$ cat src/rtl/colscan_pkg.sv
package colscan_pkg;
  function automatic int addr_bits(input int n);
    return (n > 1) ? $clog2(n) : 1;
  endfunction
endpackage

$ cat src/rtl/colscan_rst_sync.sv
module colscan_rst_sync (
  input  logic clk,
  input  logic rst_n,
  output logic rst_s
);
  logic [1:0] q;
  always_ff @(posedge clk or negedge rst_n) begin
    if (!rst_n) q <= 2'b00;
    else        q <= {q[0], 1'b1};
  end
  assign rst_s = q[1];
endmodule

$ cat src/rtl/colscan_decoder.sv
module colscan_decoder #(
  parameter int N_COLS = 5,
  parameter int AW     = 3
) (
  input  logic [AW-1:0]     addr,
  input  logic              wr,
  output logic [N_COLS-1:0] en
);
  // Only indices below N_COLS exist, so any address at or past the count
  // matches nothing and every enable stays low.
  for (genvar c = 0; c < N_COLS; c++) begin : g_en
    assign en[c] = wr && (addr == AW'(c));
  end
endmodule

$ cat src/rtl/colscan_cell.sv
module colscan_cell (
  input  logic clk,
  input  logic rst_n,
  input  logic sh_en,
  input  logic sh_d,
  input  logic apply,
  input  logic cap,
  input  logic cap_d,
  output logic sh_q,
  output logic fn_q
);
  logic sh_n, fn_n;

  always_comb begin
    sh_n = sh_en ? sh_d : sh_q;
    fn_n = fn_q;
    if (cap)        fn_n = cap_d;
    else if (apply) fn_n = sh_q;
  end

  always_ff @(posedge clk or negedge rst_n) begin
    if (!rst_n) begin
      sh_q <= 1'b0;
      fn_q <= 1'b0;
    end else begin
      sh_q <= sh_n;
      fn_q <= fn_n;
    end
  end
endmodule

$ cat src/rtl/colscan_read_mux.sv
module colscan_read_mux #(
  parameter int N_CHAINS = 4,
  parameter int N_COLS   = 5,
  parameter int AW       = 3
) (
  input  logic [N_CHAINS*N_COLS-1:0] fn_flat,
  input  logic [AW-1:0]              addr,
  output logic [N_CHAINS-1:0]        word
);
  always_comb begin
    word = '0;
    for (int c = 0; c < N_COLS; c++) begin
      if (addr == AW'(c)) word = fn_flat[c*N_CHAINS +: N_CHAINS];
    end
  end
endmodule

$ cat src/rtl/col_scan_array.sv
module col_scan_array #(
  parameter int N_CHAINS = 4,
  parameter int N_COLS   = 5,
  parameter int AW       = colscan_pkg::addr_bits(N_COLS)
) (
  input  logic                         clk,
  input  logic                         rst_n,
  input  logic [AW-1:0]                col_addr,
  input  logic                         scan_wr,
  input  logic [N_CHAINS-1:0]          scan_in,
  output logic [N_CHAINS-1:0]          scan_out,
  input  logic                         apply,
  input  logic                         capture,
  input  logic [N_CHAINS*N_COLS-1:0]   func_in,
  output logic [N_CHAINS*N_COLS-1:0]   func_out
);
  localparam int NBITS = N_CHAINS * N_COLS;

  logic              rst_s;
  logic [N_COLS-1:0] col_en;
  logic [NBITS-1:0]  shadow_flat;
  logic [NBITS-1:0]  func_flat;

  colscan_rst_sync u_rst (.clk(clk), .rst_n(rst_n), .rst_s(rst_s));

  colscan_decoder #(.N_COLS(N_COLS), .AW(AW)) u_dec (
    .addr(col_addr), .wr(scan_wr), .en(col_en)
  );

  for (genvar c = 0; c < N_COLS; c++) begin : g_col
    for (genvar r = 0; r < N_CHAINS; r++) begin : g_row
      colscan_cell u_cell (
        .clk   (clk),
        .rst_n (rst_s),
        .sh_en (col_en[c]),
        .sh_d  (scan_in[r]),
        .apply (apply),
        .cap   (capture),
        .cap_d (func_in[c*N_CHAINS + r]),
        .sh_q  (shadow_flat[c*N_CHAINS + r]),
        .fn_q  (func_flat[c*N_CHAINS + r])
      );
    end
  end

  colscan_read_mux #(.N_CHAINS(N_CHAINS), .N_COLS(N_COLS), .AW(AW)) u_rd (
    .fn_flat(func_flat), .addr(col_addr), .word(scan_out)
  );

  assign func_out = func_flat;
endmodule

$ cat config.mk
export PLATFORM = sky130hd
export DESIGN_NAME = col_scan_array
export DESIGN_NICKNAME = d
export VERILOG_FILES = /design/src/rtl/colscan_pkg.sv /design/src/rtl/colscan_rst_sync.sv /design/src/rtl/colscan_decoder.sv /design/src/rtl/colscan_cell.sv /design/src/rtl/colscan_read_mux.sv /design/src/rtl/col_scan_array.sv
export SDC_FILE = /design/constraint.sdc
export NUM_CORES = 1
export LEC_CHECK = 0
export BUFFER_PORTS_ARGS = -buffer_cell sky130_fd_sc_hd__clkbuf_2
export CELL_PAD_IN_SITES_DETAIL_PLACEMENT = 0
export CELL_PAD_IN_SITES_GLOBAL_PLACEMENT = 1
export CORE_MARGIN = 3
export CORE_UTILIZATION = 29
export CTS_CLUSTER_SIZE = 24
export DETAILED_ROUTE_END_ITERATION = 8
export GPL_ROUTABILITY_DRIVEN = 0
export PLACE_DENSITY = 0.72
export SYNTH_ARGS = -nofsm -noshare
export SYNTH_HDL_FRONTEND = slang
export SYNTH_SLANG_ARGS = --single-unit
$ cat constraint.sdc
create_clock -name clk -period 1.5 [get_ports clk]
set_clock_uncertainty 0.2 [all_clocks]
set_input_delay 0.225 -clock clk [delete_from_list [all_inputs] [get_ports clk]]
set_output_delay 0.225 -clock clk [all_outputs]
set_load 0.1 [all_outputs]
==> metrics <==
vias 1570; synthesized-area fraction occupied by and/or/nand/nor cells 0.0793; Remaining DRCs 0; Worst EP arrival 1.34 ns; post-synthesis adder-cell area fraction 0; Nets 294; actual transition at the worst max-transition pin 0.505 ns; CTS tree built; CTS sink cnt 42; ratio of final minimum period to clock period 1.17; Power Internal 0.00238 W; average footprint of a synthesized cell 11.8 um^2; residual antenna-violating net count after detailed routing 0; count of H-tree levels built during CTS 2; Worst EP required 1.07 ns; die outline area 8120 um^2; multiplexer share of the synthesized area 0.246; area of all placed cells without fillers 3310 um^2; Cell Rows 30; Total GRT Usage 0.135; sequential area share after synthesis 0.513; Worst slew margin 0.663; area share of the leading cell type in the synthesized netlist 0.513; root buffer cell sky130_fd_sc_hd__clkbuf_8; RSZ-0062 raised after global routing yes; antenna violations before repair 0; global-route wire length before repair 8590 um; CTS Buffer Depth 2; Max Cap Violations 0; power density over cell area 1150 nW/um^2; main combinational cell family by area after synthesis multiplexers; number of distinct library cell variants in the gate-level netlist after synthesis 22; clock transition at the registers of the reported paths 0.08 ns; instance area at placement 2940 um^2; Synth Warn # 0; sequential power share 0.380; Sw Pwr 0.00141 W; f_max 0.568 GHz; power share of the clock group 0.197; wire length after detailed routing 5050 um; combinational fraction of design power 0.424; router iterations before antenna repair 4; final critical delay including setup and external delays 1.76 ns; Core ar. 6830 um^2; run status finished, violations left; starting density of the core 0.300; register bit count reported by yosys 42; final setup vio count 7; Critical Path Fanout Max 2; overflow left after global routing 0; xor-xnor portion of the synthesized cell area 0; violated checks negative setup slack; half-perimeter wire length of the detailed placement result 3720 um; synthesized-area fraction occupied by ao, oa, aoi and oai cells 0.0708; fraction of final layout cells with drive strength greater than 1 0.468; startpoint-to-endpoint class of the critical path reg2out; number of port buffers 55; pin count of the biggest net entering global routing 41; proportion of total power due to net switching 0.371; Mapped Cells 174; worst slack at placement -0.221 ns; net count after synthesis 206; Vias/cell 4.37; insertion delay of the later-clocked pin in the worst-skew pair 0.29 ns; via count of the first global-routing pass 1699; layout filler cell count 649; worst setup margin -0.262 ns; DR iter-0 viols 70; Leakage Power 1.53 nW; P&R area growth vs syn 61.4%; number of buffers created by CTS 5; Syn Std Cell Area 2050 um^2; worst-case vdd ir drop 0.000589 V; cell accounting for the most synthesized area sky130_fd_sc_hd__dfrtp_1; crit end category primary output; x dimension of the die 90.1 um; pins over their slew limit 0; min-delay worst type in2reg; per-cell routed wire length 14.1 um; number of endpoints with negative hold slack in the final report 0; category of the worst setup path launch point register; Die H 90.1 um; count of pins on the block boundary 56; antenna cell count 0; top cells by area, synth sky130_fd_sc_hd__dfrtp_1 51%, sky130_fd_sc_hd__mux2i_1 14%, sky130_fd_sc_hd__mux2_2 8.8%
## kinds of logic after synthesis
logic type / count (synthesis)
AND/OR/NAND/NOR: 30
multiplexers: 48
buffers and inverters: 27
AO/OA/AOI/OAI: 26
other: 1
flip-flops: 42
## what timing repair did
item / 4_1_cts / 5_1_grt
endpoints found under the setup margin: 4 / 4
resized for setup: 4 / 5
gates cloned: 0 / 0
buffers inserted: 0 / 3
pin swaps: 3 / 2
hold buffers: 21 / 0
endpoints found under the hold margin: 22 / 0
## flip-flops by register name (all words and copies together), names as in the netlist
| name | count |
|---|---|
| g_col.g_row.u_cell.sh_q | 20 |
| u_rst.q | 2 |
| g_col.g_row.u_cell.fn_q | 20 |
## power by group through the flow
stage | registers [W] | clock network (W) | logic, W
after CTS | 0.00144 | 0.000767 | 0.00159
after floorplan | 0.00144 | 0 | 0.00101
final | 0.00144 | 0.000746 | 0.00161
after global routing | 0.00147 | 0.000828 | 0.00169
after global placement | 0.00145 | 0 | 0.00152
after detailed placement | 0.00146 | 0 | 0.00154
## synth_stat cells
cell,number
sky130_fd_sc_hd__and2_1,1
sky130_fd_sc_hd__buf_2,2
sky130_fd_sc_hd__o21ai_0,21
sky130_fd_sc_hd__and4bb_2,1
sky130_fd_sc_hd__buf_4,21
sky130_fd_sc_hd__a2bb2oi_1,1
sky130_fd_sc_hd__conb_1,1
sky130_fd_sc_hd__mux2i_1,28
sky130_fd_sc_hd__nand2_1,22
sky130_fd_sc_hd__mux2_2,16
sky130_fd_sc_hd__mux2_1,4
sky130_fd_sc_hd__o221ai_1,2
sky130_fd_sc_hd__clkbuf_1,4
sky130_fd_sc_hd__o22ai_1,1
sky130_fd_sc_hd__dfrtp_1,42
sky130_fd_sc_hd__and4bb_1,1
sky130_fd_sc_hd__nand2b_1,1
sky130_fd_sc_hd__nor3b_2,1
sky130_fd_sc_hd__nand4b_1,1
sky130_fd_sc_hd__nor4b_2,1
sky130_fd_sc_hd__or2_2,1
sky130_fd_sc_hd__a21o_1,1
## stage by stage
stage,total power [W],instances,hold WS (ns),util,setup TNS (ns)
after detailed placement,0.00299,327,-0.187,0.430,-2.70
after global placement,0.00297,327,-0.188,0.430,-2.22
after CTS,0.00380,356,0.0168,0.477,-0.917
after global routing,0.00398,359,0.0251,0.484,-1.30
after floorplan,0.00245,174,-0.271,-,-0.123
final,0.00379,359,0.0230,0.484,-0.947
## final timing paths
kind | start | endpoint | slack [ns] | cells past startpoint
max | g_col[3].g_row[3].u_cell.fn_q$_DFFE_PN0P_ | scan_out[3] | -0.26 | 4
min | scan_in[2] | g_col[2].g_row[2].u_cell.sh_q$_DFFE_PN0P_ | 0.02 | 2
max reg2reg | g_col[1].g_row[2].u_cell.fn_q$_DFFE_PN0P_ | g_col[1].g_row[2].u_cell.fn_q$_DFFE_PN0P_ | 0.28 | 4
min reg2reg | u_rst.q[1]$_DFF_PN0_ | g_col[3].g_row[3].u_cell.sh_q$_DFFE_PN0P_ | 0.11 | 1
max in group asynchronous | u_rst.q[1]$_DFF_PN0_ | g_col[4].g_row[3].u_cell.fn_q$_DFFE_PN0P_ | 0.65 | 1
min in group asynchronous | rst_n | u_rst.q[0]$_DFF_PN0_ | 0.05 | 2
## worst max-delay path: stages, from the launching register on
cell,delay [ns]
sky130_fd_sc_hd__dfrtp_1,0.39
sky130_fd_sc_hd__mux2i_1,0.17
sky130_fd_sc_hd__o22ai_1,0.12
sky130_fd_sc_hd__a21o_4,0.21
sky130_fd_sc_hd__buf_12,0.16
## metal layers
layer | vias to the layer above | wire [um] | global-route usage
met2 | 44 | 2470 | 0.222
met5 | - | 0 | 0
met4 | 0 | 85 | 0.0408
met1 | 752 | 2240 | 0.173
met3 | 6 | 251 | 0.0377
li1 | 768 | - | -
## cell type report
| cell class | count | area [um^2] | area share |
|---|---|---|---|
| clock buffers | 7 | 86.3 | 0.0261 |
| flip-flops and latches | 42 | 1050 | 0.318 |
| repair buffers | 108 | 1130 | 0.343 |
| clock inverters | 1 | 5.00 | 0.00151 |
| multi-input cells | 105 | 912 | 0.276 |
| well taps | 96 | 120 | 0.0363 |
## layout by cell type (no fill, tap or decap), types with 2 or more instances in the layout
master                          synthesis  final
sky130_fd_sc_hd__buf_12                 0     27
sky130_fd_sc_hd__clkbuf_8               0      6
sky130_fd_sc_hd__mux2_2                16     16
sky130_fd_sc_hd__buf_4                 21     26
sky130_fd_sc_hd__mux2i_2                0      2
sky130_fd_sc_hd__o221ai_4               0      2
sky130_fd_sc_hd__nand2_1               22     22
sky130_fd_sc_hd__buf_6                  0      3
sky130_fd_sc_hd__dfrtp_1               42     42
sky130_fd_sc_hd__dlygate4sd3_1          0     21
sky130_fd_sc_hd__mux2i_1               28     24
sky130_fd_sc_hd__clkbuf_2               0     31
sky130_fd_sc_hd__o21ai_0               21     20
sky130_fd_sc_hd__mux2i_4                0      2
sky130_fd_sc_hd__mux2_1                 4      4
(Power assumes the default switching activity.)
